**src/rtl/sbc_pkg.sv**
```systemverilog
package sbc_pkg;

    // Width of one serializer word
    localparam int unsigned WORD_W = 10;

    // Burst sequencing phases
    typedef enum logic [1:0] {
        B_IDLE = 2'd0,  // data words flow
        B_MIN  = 2'd1,  // counting toward the minimum burst length
        B_HOLD = 2'd2   // extended while the request stays high
    } burst_st_e;

    // Word handed to the serializer together with its marker
    typedef struct packed {
        logic              is_train;
        logic [WORD_W-1:0] bits;
    } ser_word_t;

    // Training pattern: upper half ones, lower half zeros
    function automatic logic [WORD_W-1:0] train_pattern();
        logic [WORD_W-1:0] w;
        for (int i = 0; i < WORD_W; i++) begin
            w[i] = (i >= WORD_W / 2);
        end
        return w;
    endfunction

endpackage

```
**src/rtl/sbc_req_qual.sv**
```systemverilog
module sbc_req_qual #(
    parameter int unsigned QUAL_CYC = 6
) (
    input  logic clk,
    input  logic clr,
    input  logic req,
    input  logic hold_off,
    output logic fire
);
    localparam int unsigned QW = (QUAL_CYC > 1) ? $clog2(QUAL_CYC) : 1;
    localparam logic [QW-1:0] Q_LAST = QW'(QUAL_CYC - 1);

    logic [QW-1:0] qcnt;

    // Fires on the edge that completes the qualification window
    assign fire = req && !hold_off && (qcnt == Q_LAST);

    always_ff @(posedge clk) begin
        if (clr || hold_off || !req || fire) begin
            qcnt <= '0;
        end else begin
            qcnt <= qcnt + 1'b1;
        end
    end

    // A low request must wipe any partial qualification
    p_short_clear_r3: assert property (@(posedge clk) disable iff (clr)
        !req |=> (qcnt == '0));

    // The count never runs past the window
    p_qual_bound_r2: assert property (@(posedge clk) disable iff (clr)
        qcnt <= Q_LAST);

endmodule

```
**src/rtl/sbc_burst_ctl.sv**
```systemverilog
module sbc_burst_ctl
    import sbc_pkg::*;
#(
    parameter int unsigned MIN_WORDS = 1026
) (
    input  logic clk,
    input  logic clr,
    input  logic fire,
    input  logic req,
    output logic active
);
    localparam int unsigned CW = (MIN_WORDS > 2) ? $clog2(MIN_WORDS) : 1;
    localparam logic [CW-1:0] C_LAST = CW'(MIN_WORDS - 1);

    burst_st_e      st;
    logic [CW-1:0]  cnt;

    always_ff @(posedge clk) begin
        if (clr) begin
            st  <= B_IDLE;
            cnt <= '0;
        end else begin
            unique case (st)
                B_IDLE: begin
                    if (fire) begin
                        st  <= B_MIN;
                        cnt <= '0;
                    end
                end
                B_MIN: begin
                    if (cnt == C_LAST) begin
                        st  <= req ? B_HOLD : B_IDLE;
                        cnt <= '0;
                    end else begin
                        cnt <= cnt + 1'b1;
                    end
                end
                B_HOLD: begin
                    if (!req) begin
                        st <= B_IDLE;
                    end
                end
                default: st <= B_IDLE;
            endcase
        end
    end

    assign active = (st != B_IDLE);

    // Minimum length: no exit before the last counted word
    p_min_len_r4: assert property (@(posedge clk) disable iff (clr)
        (st == B_MIN && cnt != C_LAST) |=> (st == B_MIN));

    p_cnt_bound_r4: assert property (@(posedge clk) disable iff (clr)
        cnt <= C_LAST);

    // A held request keeps the burst alive
    p_extend_r5: assert property (@(posedge clk) disable iff (clr)
        (active && req) |=> active);

    // An extended burst ends on the first low request
    p_release_r5: assert property (@(posedge clk) disable iff (clr)
        (st == B_HOLD && !req) |=> (st == B_IDLE));

    // A burst starts only from a qualification pulse
    p_start_r2: assert property (@(posedge clk) disable iff (clr)
        (st == B_IDLE && !fire) |=> (st == B_IDLE));

endmodule

```
**src/rtl/sbc_capture.sv**
```systemverilog
module sbc_capture
    import sbc_pkg::*;
(
    input  logic              clk,
    input  logic              rst,
    input  logic              edge_sel,
    input  logic [WORD_W-1:0] d,
    output logic [WORD_W-1:0] q
);
    logic [WORD_W-1:0] rise_q;
    logic [WORD_W-1:0] fall_q;

    always_ff @(posedge clk) begin
        if (rst) rise_q <= '0;
        else     rise_q <= d;
    end

    always_ff @(negedge clk) begin
        if (rst) fall_q <= '0;
        else     fall_q <= d;
    end

    assign q = edge_sel ? rise_q : fall_q;

    // Rising-edge selection presents the value seen at the last rising edge
    p_rise_path_r8: assert property (@(posedge clk) disable iff (rst)
        (edge_sel && !$past(rst)) |-> (q == $past(d)));

endmodule

```
**src/rtl/sync_burst_ctrl.sv**
```systemverilog
module sync_burst_ctrl
    import sbc_pkg::*;
#(
    parameter int unsigned QUAL_CYC  = 6,
    parameter int unsigned MIN_WORDS = 1026
) (
    input  logic              clk,
    input  logic              rst,
    input  logic              req_a,
    input  logic              req_b,
    input  logic              edge_sel,
    input  logic [WORD_W-1:0] data_in,
    input  logic              drv_en,
    input  logic              pwr_on,
    output logic [WORD_W-1:0] word_out,
    output logic              word_is_sync,
    output logic              out_en,
    output logic              pll_run
);
    localparam logic [WORD_W-1:0] TRAIN_W = train_pattern();

    logic              req_any;
    logic              halt;
    logic              fire;
    logic              active;
    logic [WORD_W-1:0] lat;
    ser_word_t         nxt;

    assign req_any = req_a | req_b;
    assign halt    = rst | ~pwr_on;

    sbc_req_qual #(.QUAL_CYC(QUAL_CYC)) u_qual (
        .clk      (clk),
        .clr      (halt),
        .req      (req_any),
        .hold_off (active),
        .fire     (fire)
    );

    sbc_burst_ctl #(.MIN_WORDS(MIN_WORDS)) u_burst (
        .clk    (clk),
        .clr    (halt),
        .fire   (fire),
        .req    (req_any),
        .active (active)
    );

    sbc_capture u_cap (
        .clk      (clk),
        .rst      (rst),
        .edge_sel (edge_sel),
        .d        (data_in),
        .q        (lat)
    );

    always_comb begin
        if (!pwr_on) begin
            nxt = '0;
        end else if (active) begin
            nxt.is_train = 1'b1;
            nxt.bits     = TRAIN_W;
        end else begin
            nxt.is_train = 1'b0;
            nxt.bits     = lat;
        end
    end

    assign word_out     = nxt.bits;
    assign word_is_sync = nxt.is_train;
    assign out_en       = pwr_on & drv_en;
    assign pll_run      = pwr_on;

    // Training words always carry the fixed pattern
    p_train_value_r7: assert property (@(posedge clk) disable iff (rst)
        word_is_sync |-> (word_out == TRAIN_W));

    // A burst can only begin after a high combined request
    p_start_req_r1: assert property (@(posedge clk) disable iff (rst)
        $rose(word_is_sync) |-> $past(req_a || req_b));

    // The driver is never enabled while powered down or disabled
    p_oe_gate_r9: assert property (@(posedge clk) disable iff (rst)
        out_en |-> (pwr_on && drv_en));

    // A power-down edge leaves no burst behind
    p_pd_clear_r10: assert property (@(posedge clk) disable iff (rst)
        !pwr_on |=> !word_is_sync);

endmodule

```
**config.mk**
```make
export PLATFORM = sky130hd
export DESIGN_NAME = sync_burst_ctrl
export DESIGN_NICKNAME = d
export VERILOG_FILES = /design/src/rtl/sbc_pkg.sv /design/src/rtl/sbc_req_qual.sv /design/src/rtl/sbc_burst_ctl.sv /design/src/rtl/sbc_capture.sv /design/src/rtl/sync_burst_ctrl.sv
export SDC_FILE = /design/constraint.sdc
export NUM_CORES = 1
export LEC_CHECK = 0
export ABC_AREA = 1
export BUFFER_PORTS_ARGS = -buffer_cell sky130_fd_sc_hd__buf_2
export CORE_MARGIN = 3
export CORE_UTILIZATION = 55
export CTS_BUF_LIST = sky130_fd_sc_hd__clkbuf_4
export DETAILED_ROUTE_END_ITERATION = 8
export GPL_ROUTABILITY_DRIVEN = 1
export MAX_ROUTING_LAYER = met4
export PLACE_DENSITY_LB_ADDON = 0.12
export SLEW_MARGIN = 5
export SYNTH_ARGS = -nofsm -noshare
export SYNTH_HDL_FRONTEND = slang
export SYNTH_SLANG_ARGS = --single-unit
```
**constraint.sdc**
```tcl
create_clock -name clk -period 1.6 [get_ports clk]
set_input_delay 0.32 -clock clk [delete_from_list [all_inputs] [get_ports clk]]
set_output_delay 0.32 -clock clk [all_outputs]
set_load 0.02 [all_outputs]
```
# Word level (Yosys, flattened, before mapping)
# Index checks and enable logic that the tools add are counted.
# Widths: inputs -> output; s select.
[totals] regBits=36 latchBits=0 ram_bits=0 mem_bits_ro=0 inputBits=17 elab_cells=42 memories=0
[op_classes] addsub=2 mul=0 div_mod_pow=0 magnitude_cmp=0 n_eq_ne=7 shift=0 muxes=12 bitwise_logic=4 n_reduce_logical=12
[ops] op="$mux 11" n=4
[ops] op="$pmux 11 s2" n=1
[ops] op="$mux 10" n=2
[ops] op="$add 11x1->11 const B" n=1
[ops] op="$eq 11x11->1 const B" n=1
[ops] op="$mux 2" n=4
[ops] op="$pmux 2 s3" n=1
[ops] op="$ne 2x2->1 const B" n=2
[ops] op="$reduce_bool 2->1" n=2
[ops] op="$add 3x1->3 const B" n=1
[ops] op="$eq 3x3->1 const B" n=1
[ops] op="$logic_or 1x1->1" n=3
[ops] op="$reduce_and 3->1" n=1
[ops] op="$eq 2x1->1 const B" n=1
[ops] op="$eq 2x2->1 const B" n=1
[ops] op="$logic_and 1x1->1" n=2
[ops] op="$logic_not 1->1" n=2
[ops] op="$logic_not 2->1" n=1
[ops] op="$ne 2x1->1 const B" n=1
[ops] op="$or 1x1->1" n=2
[ops] op="$reduce_and 2->1" n=1
[ops] op="$and 1x1->1" n=1
[ops] op="$not 1->1" n=1

# Depth between registers and ports, before layout
[depth] depth_word=6 depth_mapped=10 depth_no_buf=10

# Modules after synthesis
# From an unflattened synthesis, not the netlist that was laid out.
[unflattened] cells_unflattened=233 hier_area_um2=1702.9
[by_module_without_submodules] mod="sbc_burst_ctl" n_inst=1 cells_each=110 area_per_inst_um2=792.0 seq_area_each_um2=260.2
[by_module_without_submodules] mod="sbc_capture" n_inst=1 cells_each=74 area_per_inst_um2=611.8 seq_area_each_um2=400.4
[by_module_without_submodules] mod="sbc_req_qual" n_inst=1 cells_each=18 area_per_inst_um2=153.9 seq_area_each_um2=60.1
[by_module_without_submodules] mod="sync_burst_ctrl" n_inst=1 cells_each=31 area_per_inst_um2=145.1 seq_area_each_um2=0.0

==> summary.txt <==
Run status
  – Status: finished with violations
  – Failing checks: negative setup slack

Die
  – Starting Density: 61.0%
  – # IOs: 30
  – Full die area: 0.00358 mm2
  – Site Rows: 18
  – Die height: 59.8 um
  – Die Wd: 59.8 um
  – Core Box Area: 0.00261 mm2

Clock tree
  – Clock H-tree levels: 2
  – Clk Latency, worst-skew pair: 0.33 ns
  – Clock-pin slew on the worst setup and hold paths: 0.11 ns
  – Num Clock Sinks: 36
  – Post-CTS setup buffers: 0
  – CTS resizes: 19
  – Hold Buf Count CTS: 0
  – CTS Buf Count: 5
  – Clock root buffer: clkbuf_4
  – CTS tree: yes
  – CTS max path bufs: 2

GRT
  – GRT Util Overall: 20.6%
  – First-pass GRT wire length: 5460 um
  – Vias in the first global route: 1277
  – Initial antenna violation count: 0
  – Grt total ovfl: 0
  – Largest net degree at the start of global routing: 12

Timing
  – Max_slew headroom: 67.7%
  – Max-slew violations: 0
  – Final hold violation count: 0
  – Hold WS: 0.187 ns
  – Worst Skew: 0.00818 ns
  – Worst slew pin tran: 0.483 ns
  – Final setup fails: 10
  – Final WS setup: -0.657 ns
  – RSZ-0062 raised after global routing: true

Logic synthesis
  – Synth cell count leaders: nand2_1, dfxtp_1, inv_1
  – Top-count cell post-synth: nand2_1
  – Synth Cell Area: 0.00159 mm2
  – Synth Net Count: 242
  – Top FF cell, synth: dfxtp_1
  – Post-synth ARST share: 0%
  – Top cell type's share of synthesized area: 45.2%
  – Syn. warnings: 0
  – Largest area contributor in the netlist: dfxtp_1
  – Area contributors post-synth: dfxtp_1, nand2_1, inv_1
  – Cells after synthesis: 221
  – Number of synthesized flops with an enable pin: 0
  – Yosys reg bits: 36
  – Avg Cell Area, Syn: 7.21 um2
  – Synth cell types: 25
  – Seq/Total Area, Yosys: 45.2%

Cells and area
  – Design Area, Final: 0.00200 mm2
  – Antenna Cells: 0
  – Nets: 286
  – Synth-to-layout area growth: 25.8%
  – Layout cells sized above 1: 24.8%

Drt
  – Via Count: 1441
  – Iteration-0 DRC Markers: 60
  – TritonRoute pass-1 iters: 4
  – Post-DRT Antenna Nets: 0
  – WL final: 3080 um
  – Avg WL per Cell: 10.4 um
  – DR DRC count: 0
  – Vias/cell: 4.87

Power
  – PwrDens: 909 mW/mm2
  – Lkg Pwr: 0.967 nW
  – VDD IR-drop max: 0.831 mV

Placed design
  – HPWL after DPL: 2240 um
  – Routability cong.: 0.788
  – Port bufs: 29
  – Dpl cell area: 0.00183 mm2

Critical path
  – Worst EP arrival: 1.94 ns
  – Worst setup path class: reg -> out
  – CP Capture Type: output pin
  – Worst path required time: 1.28 ns
  – Worst setup startpoint: u_cap.fall_q[5]$_DFF_N_
  – Reg-to-Reg Start: u_burst.cnt[0]$_SDFFE_PP0P_
  – Critical Path Source Type: register
  – Max FO, Critical Path: 1

Hold path
  – Hold Path Origin: data_in[8]
  – Hold Path Class: in -> reg

Job
  – Max_cap viols: 0
flip-flops by register name (all words and copies together), names as in the netlist:
name / count
u_cap.fall_q: 10
u_cap.rise_q: 10
u_burst.st: 2
u_qual.qcnt: 3
u_burst.cnt: 11
power by group:
group | internal (W) | leakage (nW) | switching [W]
clock | 0.000380 | 0.0995 | 0.000353
combinational | 0.0000643 | 0.572 | 0.0000902
sequential | 0.000926 | 0.296 | 0.00000770
worst max-delay path: stages, from the launching register on:
cell,delay (ns)
dfxtp_1,0.29
nand2_1,0.05
nand2_1,0.07
o21ai_2,0.13
inv_1,0.06
buf_2,0.15
metrics by stage:
stage / setup TNS [ns] / std cells / worst slack (ns) / total power, W / utilization [%]
final: -5.74 / 296 / -0.657 / 0.00182 / 76.7
after global routing: -6.54 / 296 / -0.724 / 0.00193 / 76.7
after CTS: -5.78 / 296 / -0.632 / 0.00183 / 76.7
after detailed placement: -2.00 / 279 / -0.242 / 0.00113 / 70.0
after global placement: -1.93 / 279 / -0.226 / 0.00113 / 70.0
after floorplan: -0.859 / 221 / -0.0993 / 0.00108 / -
final timing paths:
kind,endpoint,slack [ns],depth (start not counted)
max,word_out[5],-0.66,5
min reg2reg,u_qual.qcnt[0]$_SDFF_PP0_,0.47,1
min,u_cap.rise_q[8]$_DFF_P_,0.19,3
max reg2reg,u_burst.cnt[10]$_SDFFE_PP0P_,0.18,8
kinds of logic after synthesis:
logic type,Yosys count,synth area share (%)
AOI/OAI and AO/OA,26,9.03
xor gates and xnor gates,3,1.65
adders and majority gates,4,3.14
buffers and inverters,42,10.6
DFF,36,45.2
and+or+nand+nor,110,30.3
layout by cell type, fill, tap and decap left out:
cell,n
inv_2,7
dfxtp_1,36
nand2_2,3
bufinv_16,1
nor2_4,1
o21ai_0,2
buf_2,20
clkbuf_4,6
a21oi_4,5
nand2_1,57
buf_4,3
nand4_1,4
o21ai_1,4
inv_4,1
inv_1,39
nor2_1,25
o21ai_2,3
nor2_2,4
a21oi_1,10
o221ai_1,1
nand3_1,12
or2_4,1
clkinv_1,1
o21bai_1,1
or2_0,1
xor2_1,2
nand3_2,2
buf_6,9
ha_1,4
xnor2_1,1
per-layer routing:
layer	routed length, um	track usage [%]
met1	1410	25.4
met4	27	6.96
met3	134	4.54
met5	0	-
met2	1510	33.2
area by class of cell:
type / instances / area (um2)
timing repair buffer: 32 / 224
tap: 30 / 37.5
clock buffer: 6 / 45.0
fill: 213 / 609
inverter: 37 / 139
multi-input combinational: 143 / 763
sequential: 36 / 721
clock inverter: 12 / 73.8
No activity file was read; power rests on OpenSTA's default activity.
